$ cat src/rtl/xlate_pkg.sv
package xlate_pkg;
   localparam logic [11:0] CSR_SATP  = 12'h180;
   localparam logic [11:0] CSR_VSATP = 12'h280;
   localparam logic [11:0] CSR_HGATP = 12'h680;
   localparam logic [11:0] CSR_MISA  = 12'h301;

   localparam int unsigned HBIT_POS  = 7;
   localparam logic [3:0]  MODE_PG39 = 4'd8;
   localparam logic [3:0]  MODE_BARE = 4'd0;

   // index of each address-translation register in the bank
   localparam int unsigned IDX_S  = 0;
   localparam int unsigned IDX_VS = 1;
   localparam int unsigned IDX_G  = 2;
   localparam int unsigned N_ATP  = 3;

   function automatic logic [11:0] atp_addr(int unsigned idx);
      case (idx)
         IDX_S:   return CSR_SATP;
         IDX_VS:  return CSR_VSATP;
         default: return CSR_HGATP;
      endcase
   endfunction

   function automatic logic wide_mode_ok(logic [3:0] m);
      return (m == MODE_BARE) || (m == MODE_PG39);
   endfunction
endpackage

$ cat src/rtl/xlate_atp_reg.sv
module xlate_atp_reg
   import xlate_pkg::*;
#(
   parameter int unsigned XLEN   = 64,
   parameter bit          ENABLE = 1'b1,
   parameter logic [11:0] ADDR   = 12'h180
) (
   input  logic            clk_i,
   input  logic            rst_ni,
   input  logic [11:0]     addr_i,
   input  logic [XLEN-1:0] wdata_i,
   input  logic            we_i,
   input  logic            gate_i,
   output logic [XLEN-1:0] value_o,
   output logic            active_o
);
   localparam int unsigned MW   = (XLEN == 32) ? 1 : 4;
   localparam int unsigned MLSB = XLEN - MW;

   logic            legal;
   logic            sel;
   logic [XLEN-1:0] value_q;

   assign sel = we_i && (addr_i == ADDR);

   generate
      if (XLEN == 32) begin : g_narrow
         // single mode bit: both encodings are legal
         assign legal = 1'b1;
      end else begin : g_wide
         assign legal = wide_mode_ok(wdata_i[XLEN-1:MLSB]);

         p_bad_mode_hold_r4 : assert property (@(posedge clk_i) disable iff (!rst_ni)
            (sel && !legal) |=> $stable(value_o));
      end
   endgenerate

   generate
      if (ENABLE) begin : g_store
         always_ff @(posedge clk_i or negedge rst_ni) begin
            if (!rst_ni) begin
               value_q <= '0;
            end else if (sel && gate_i && legal) begin
               value_q <= wdata_i;
            end
         end

         p_store_r11 : assert property (@(posedge clk_i) disable iff (!rst_ni)
            (sel && gate_i && legal) |=> (value_o == $past(wdata_i)));
      end else begin : g_absent
         assign value_q = '0;
      end
   endgenerate

   assign value_o  = value_q;
   assign active_o = |value_q[XLEN-1:MLSB];

   p_gate_hold_r8 : assert property (@(posedge clk_i) disable iff (!rst_ni)
      (sel && !gate_i) |=> $stable(value_o));
endmodule

$ cat src/rtl/xlate_hbit.sv
module xlate_hbit
   import xlate_pkg::*;
#(
   parameter bit ENABLE = 1'b1
) (
   input  logic        clk_i,
   input  logic        rst_ni,
   input  logic [11:0] addr_i,
   input  logic        wbit_i,
   input  logic        we_i,
   output logic        h_o
);
   generate
      if (ENABLE) begin : g_store
         logic h_q;
         always_ff @(posedge clk_i or negedge rst_ni) begin
            if (!rst_ni) begin
               h_q <= 1'b0;
            end else if (we_i && (addr_i == CSR_MISA)) begin
               h_q <= wbit_i;
            end
         end
         assign h_o = h_q;

         p_hbit_follow_r6 : assert property (@(posedge clk_i) disable iff (!rst_ni)
            (we_i && (addr_i == CSR_MISA)) |=> (h_o == $past(wbit_i)));
      end else begin : g_absent
         assign h_o = 1'b0;
      end
   endgenerate
endmodule

$ cat src/rtl/xlate_rdmux.sv
module xlate_rdmux
   import xlate_pkg::*;
#(
   parameter int unsigned XLEN = 64
) (
   input  logic                   clk_i,
   input  logic                   rst_ni,
   input  logic [11:0]            addr_i,
   input  logic [N_ATP-1:0][XLEN-1:0] atp_i,
   input  logic                   h_i,
   output logic [XLEN-1:0]        rdata_o
);
   logic [XLEN-1:0] rd_next;
   logic [XLEN-1:0] rd_q;

   always_comb begin
      rd_next = '0;
      case (addr_i)
         CSR_SATP:  rd_next = atp_i[IDX_S];
         CSR_VSATP: rd_next = atp_i[IDX_VS];
         CSR_HGATP: rd_next = atp_i[IDX_G];
         CSR_MISA:  rd_next[HBIT_POS] = h_i;
         default:   rd_next = '0;
      endcase
   end

   always_ff @(posedge clk_i or negedge rst_ni) begin
      if (!rst_ni) rd_q <= '0;
      else         rd_q <= rd_next;
   end

   assign rdata_o = rd_q;

   p_unmapped_zero_r10 : assert property (@(posedge clk_i) disable iff (!rst_ni)
      (addr_i != CSR_SATP && addr_i != CSR_VSATP && addr_i != CSR_HGATP &&
       addr_i != CSR_MISA) |=> (rdata_o == '0));
endmodule

$ cat src/rtl/xlate_mode_csr.sv
module xlate_mode_csr
   import xlate_pkg::*;
#(
   parameter int unsigned XLEN   = 64,
   parameter bit          MMU_EN = 1'b1,
   parameter bit          HYP_EN = 1'b1
) (
   input  logic            clk_i,
   input  logic            rst_ni,
   input  logic [11:0]     csr_addr_i,
   input  logic [XLEN-1:0] csr_wdata_i,
   input  logic            csr_we_i,
   output logic [XLEN-1:0] csr_rdata_o,
   output logic            s_xlate_en_o,
   output logic            vs_xlate_en_o,
   output logic            g_xlate_en_o
);
   generate
      if (XLEN != 32 && XLEN != 64) begin : g_bad_xlen
         $error("xlate_mode_csr: XLEN must be 32 or 64");
      end
      if (HYP_EN && (XLEN != 64 || !MMU_EN)) begin : g_bad_hyp
         $error("xlate_mode_csr: HYP_EN needs XLEN 64 and MMU_EN");
      end
   endgenerate

   logic                       h_bit;
   logic [N_ATP-1:0][XLEN-1:0] atp_val;
   logic [N_ATP-1:0]           atp_on;

   xlate_hbit #(.ENABLE(HYP_EN)) u_hbit (
      .clk_i  (clk_i),
      .rst_ni (rst_ni),
      .addr_i (csr_addr_i),
      .wbit_i (csr_wdata_i[HBIT_POS]),
      .we_i   (csr_we_i),
      .h_o    (h_bit)
   );

   for (genvar gi = 0; gi < N_ATP; gi++) begin : g_atp
      localparam bit ENA = (gi == IDX_S) ? MMU_EN : HYP_EN;
      logic gate;
      assign gate = (gi == IDX_S) ? 1'b1 : h_bit;

      xlate_atp_reg #(
         .XLEN   (XLEN),
         .ENABLE (ENA),
         .ADDR   (atp_addr(gi))
      ) u_reg (
         .clk_i    (clk_i),
         .rst_ni   (rst_ni),
         .addr_i   (csr_addr_i),
         .wdata_i  (csr_wdata_i),
         .we_i     (csr_we_i),
         .gate_i   (gate),
         .value_o  (atp_val[gi]),
         .active_o (atp_on[gi])
      );
   end

   xlate_rdmux #(.XLEN(XLEN)) u_rd (
      .clk_i   (clk_i),
      .rst_ni  (rst_ni),
      .addr_i  (csr_addr_i),
      .atp_i   (atp_val),
      .h_i     (h_bit),
      .rdata_o (csr_rdata_o)
   );

   assign s_xlate_en_o  = atp_on[IDX_S];
   assign vs_xlate_en_o = h_bit && atp_on[IDX_VS];
   assign g_xlate_en_o  = h_bit && atp_on[IDX_G];

   p_guest_off_r8 : assert property (@(posedge clk_i) disable iff (!rst_ni)
      (csr_we_i && csr_addr_i == CSR_MISA && !csr_wdata_i[HBIT_POS])
      |=> (!vs_xlate_en_o && !g_xlate_en_o));

   generate
      if (!MMU_EN) begin : g_chk_nommu
         p_no_paging_r5 : assert property (@(posedge clk_i) disable iff (!rst_ni)
            (csr_addr_i == CSR_SATP) |=> (csr_rdata_o == '0 && !s_xlate_en_o));
      end
      if (!HYP_EN) begin : g_chk_nohyp
         p_hbit_stuck_r7 : assert property (@(posedge clk_i) disable iff (!rst_ni)
            (csr_addr_i == CSR_MISA) |=> (csr_rdata_o == '0));
      end
   endgenerate
endmodule

$ cat config.mk
export PLATFORM = sky130hd
export DESIGN_NAME = xlate_mode_csr
export DESIGN_NICKNAME = d
export VERILOG_FILES = /design/src/rtl/xlate_pkg.sv /design/src/rtl/xlate_atp_reg.sv /design/src/rtl/xlate_hbit.sv /design/src/rtl/xlate_rdmux.sv /design/src/rtl/xlate_mode_csr.sv
export SDC_FILE = /design/constraint.sdc
export NUM_CORES = 1
export LEC_CHECK = 0
export BUFFER_PORTS_ARGS = -buffer_cell sky130_fd_sc_hd__buf_2
export CORE_MARGIN = 4
export CORE_UTILIZATION = 45
export CTS_BUF_LIST = sky130_fd_sc_hd__clkbuf_16
export DETAILED_ROUTE_END_ITERATION = 16
export GPL_ROUTABILITY_DRIVEN = 1
export GPL_TIMING_DRIVEN = 0
export PLACE_DENSITY = 0.74
export SYNTH_ARGS = -nofsm -noshare
export SYNTH_HDL_FRONTEND = slang
export SYNTH_SLANG_ARGS = --single-unit
$ cat constraint.sdc
create_clock -name clk_i -period 1.6 [get_ports clk_i]
set_input_delay 0.24 -clock clk_i [delete_from_list [all_inputs] [get_ports clk_i]]
set_output_delay 0.24 -clock clk_i [all_outputs]
set_load 0.03 [all_outputs]
* After elaboration in Yosys (flattened, before gate mapping)
Cells that the tools add are included.
** Word-level totals
- Logic and storage cells :: 29
- Input bits :: 79
- Output and inout port bits :: 67
- Flip-flop bits (word level) :: 257
** Cells by class
- Reductions and logical operators :: 16
- Eq/ne operators :: 5
- Multiplexer cells :: 3
** Operator list (number)
- $pmux 56 s3 :: 1
- $eq 12x10->1 const B :: 2
- $pmux 7 s3 :: 1
- $eq 12x11->1 const B :: 1
- $eq 12x9->1 const B :: 1
- $reduce_or 4->1 :: 3
- $logic_and 1x1->1 :: 11
- $eq 4x4->1 const B :: 1
- $logic_not 4->1 :: 1
- $pmux 1 s4 :: 1
- $logic_or 1x1->1 :: 1

* Longest topological paths before layout
- Depth in word-level cells :: 4
- Gate-level depth with buffers :: 6
- Mapped depth without buffers :: 4

* Modules after synthesis
From an unflattened synthesis, not the netlist that was laid out.
** Unflattened totals
- Cells, all modules :: 896
- Area total of the unflattened synthesis :: 12076.6 µm²
** By module, submodules not included
- xlate_atp_reg :: times used 3, area an instance 2446.1 µm², cells an instance 141
- xlate_rdmux :: times used 1, area an instance 4640.7 µm², cells an instance 463
- xlate_hbit :: times used 1, area an instance 81.3 µm², cells an instance 7
- xlate_mode_csr :: times used 1, area an instance 16.3 µm², cells an instance 3

* Worst setup path before layout
OpenSTA, ideal clock, no wires.
- Path kind :: input-to-reg
- Start :: in csr_addr_i[1]
- End :: reg g_atp[1].u_reg.value_q[10]
- Arrival time :: 1956 ps
- Data required time :: 1472 ps
- Stages :: 6
- Library setup time :: 128 ps
- Setup slack :: -484 ps
- Cells stage by stage :: or4_4 nor3_4 and3_1 buf_4 buf_4 mux2_1
** Between the ends
- Longest elaborated chain between the ends :: 4
** RTL lines
- start, declared :: RTL line xlate_mode_csr.sv:10 : input logic [11:0] csr_addr_i,
- $eq 12x10->1 :: RTL line xlate_atp_reg.sv:24 : assign sel = we_i && (addr_i == ADDR);
- $logic_and 1x1->1 :: RTL line xlate_atp_reg.sv:24
- $logic_and 1x1->1 (2 in series) :: RTL line xlate_atp_reg.sv:43 : end else if (sel && gate_i && legal) begin
- end signal, assigned :: RTL line xlate_atp_reg.sv:44 : value_q <= wdata_i;
- end, declared :: RTL line xlate_atp_reg.sv:22 : logic [XLEN-1:0] value_q;
Every way passes these cells.
A chain may end at the register's enable or synchronous reset.

* Worst setup path after layout
- Start :: reg g_atp[0].u_reg.value_q[60]
- End :: out s_xlate_en_o
** Between the ends
- Longest elaborated chain between the ends :: 1
** RTL lines
- start, declared :: RTL line xlate_atp_reg.sv:22
- start signal, assigned :: RTL line xlate_atp_reg.sv:44
- $reduce_or 4->1 :: RTL line xlate_atp_reg.sv:56 : assign active_o = |value_q[XLEN-1:MLSB];
- end, declared :: RTL line xlate_mode_csr.sv:14 : output logic s_xlate_en_o,
Every way passes these cells.

==> out/metrics.cfg <==
[layout]
synthToLayoutAreaGrowth_pct=39.3
layout_common_cells=dfrtp_1, buf_2, nand2_1
layout.nets=1064
layout_commonest_cell=dfrtp_1
drive_gt1_share_pct=44.7
fillers=1641
diodes=0
stdcell_area_sq_mm=0.0139

[global_route]
met3_usage_pct=2.99
antenna_found_initial=0
grt_overflow_total=0
grt_max_degree=101
grt_usage_pct=20.7
grt_pass1_vias=7346
top_usage_layer=met2
grt_use_met2_pct=34.2
grt_use_met1_pct=29.2
grt_first_pass_wirelength_mm=40.6

[logic_synthesis]
synth_flop_cell=dfrtp_1
synth_fp_nets=787
async_reset_ff_share_pct=100
syn_avg_cell_area_sq_um=14.0
syn_area_sq_mm=0.00995
synth_edf_count=0
synth_seq_area_share_pct=64.7
yosysWarnings=0
ys_top_cells_by_area=dfrtp_1, mux2_1, mux2_2
synth.ff_latch_count=257
synth_top_area_share_pct=64.7
synth_top_cell_by_area=dfrtp_1
synth_cell_type_count=31
synth_cells=708

[clock_tree]
clock_sinks=257
cts_max_level=1
path_clk_slew_ns=0.06
cts_tree=built
clockBufferDepth=3
insertion_delay_ns=0.53
cts_root_buffer=clkbuf_16
cts-buffers-inserted=29

[floorplan]
coreArea_sq_mm=0.0218
die_x_microns=157
die_area_sq_mm=0.0245
num_rows=54
initial_utilization_pct=45.7
fp.dieH_microns=157
ios=146

[power_and_ir_drop]
ir_worst_vdd_mv=0.779
cellLeakagePower_nw=7.27
power_density_mw_per_mm2=943
total_power_mw=13.1

[drt]
vias=6632
wl_mm=24.9
wl_per_cell_microns=19.4
dr.pass1.iters=4
dr.first_iter.drc_count=270
viasPerCell=5.16
drcViolationCount=0
postRouteAntennaNets=0

[run]
maxCapViolCount=0

[timing]
timing.final.ws_setup_ns=-0.256
slew_headroom_pct=56.6
setup_viol=128
rsz0062_at_grt=true
drv_slew=0
fin_crit_sh_pct=116
worst_pin_slew_ns=0.650
clock_skew_ns=0.0132
hold_viol=0
fin_crit_ns=1.86
max_freq_ghz=0.539

[placed_design]
gp_congestion=0.734
dpl_cell_area_sq_mm=0.0112
pre_cts_ws_ns=-1.29
dpl.hpwl_mm=14.4
port_buffers=145

[setup_path]
startpoint_type=register
crit_arrival_ns=1.62
crit_fanout=2
critPathKind=reg -> out
worstPathRequired_ns=1.36
end_kind=primary output

[run_status]
status=finished, violations left
violations=negative setup slack

[hold_path]
holdCritPathClass=in -> reg

-- worst paths after layout --
kind | slack (ns) | to | depth (start not counted) | startpoint
max in group asynchronous | 0.52 | g_atp[0].u_reg.value_o[35] | 3 | rst_ni
min in group asynchronous | 0.24 | u_rd.rdata_o[18] | 2 | rst_ni
worst min register to register | 0.45 | u_rd.rdata_o[35] | 2 | g_atp[0].u_reg.value_o[35]
worst max-delay path | -0.26 | s_xlate_en_o | 2 | g_atp[0].u_reg.value_o[60]
worst max register to register | -0.01 | g_atp[1].u_reg.value_o[5] | 5 | u_hbit.h_o
worst min-delay path | 0.02 | u_hbit.h_o | 2 | csr_wdata_i[7]
-- logic make-up (layout without fill, tap and decap cells) --
| group | count (synthesis) | after routing | synth area share, % |
|---|---|---|---|
| compound gates | 68 | 68 | 5.16 |
| buf+inv | 40 | 338 | 2.04 |
| flops | 257 | 257 | 64.7 |
| mux | 184 | 184 | 20.8 |
| simple gates | 159 | 159 | 7.31 |
-- power breakdown --
part / leakage [nW] / internal (mW) / switching [mW]
Sequential: 3.59 / 6.50 / 0.000740
Combinational: 3.22 / 0.203 / 0.243
Clock: 0.458 / 3.58 / 2.54
Total: 7.27 / 10.3 / 2.78
-- repair_timing --
action                                  in CTS  in global routing
hold buffers                                61                  0
buffers inserted                            41                  7
endpoints found under the setup margin     255                229
gates resized for setup                    201                 30
cloned                                      13                  0
hold endpoints to repair                   239                  0
pin swaps                                    7                  6
-- Yosys cell counts, drive strengths merged (3+ instances only) --
library cell	n
mux2	184
a22oi	62
and3	3
nand2	126
dfrtp	257
and2	3
clkbuf	25
nor2	3
nor3	3
nor2b	7
buf	14
-- flip-flops by register name, summed over array words and instances, names as in the netlist --
name	cells
g_atp.u_reg.value_o	192
u_rd.rdata_o	64
u_hbit.h_o	1
-- worst max-delay path, stage by stage, from the launching register on --
cell,delay [ns]
dfrtp_1,0.39
or4_4,0.54
buf_6,0.15
-- routing by layer --
metal | routed length [microns] | part of all wire, %
met5 | 0 | 0
met4 | 404 | 1.6
met3 | 1020 | 4.1
met2 | 12100 | 49
met1 | 11400 | 46
-- layout make-up --
type / instances / area [sq um] / area share, %
Sequential cell: 257 / 6430 / 46.4
Clock inverter: 23 / 154 / 1.11
Timing Repair Buffer: 258 / 2140 / 15.4
Tap cell: 280 / 350 / 2.53
Clock buffer: 29 / 726 / 5.24
Inverter: 1 / 3.75 / 0.0271
Buffer: 27 / 258 / 1.86
Multi-Input combinational cell: 411 / 3790 / 27.4
-- metrics by stage --
stage                     util [%]  setup TNS, ns  hold slack (ns)  instances
after floorplan                  -         -74.52          -0.0556        708
after global placement        51.0       -1339.35            0.443       1133
after detailed placement      51.3        -250.82            0.206       1135
after CTS                     65.1         -14.79          0.00411       1298
after global routing          63.7         -11.05          0.00902       1286
final                         63.7          -9.46           0.0190       1286
(Power assumes the default switching activity.)
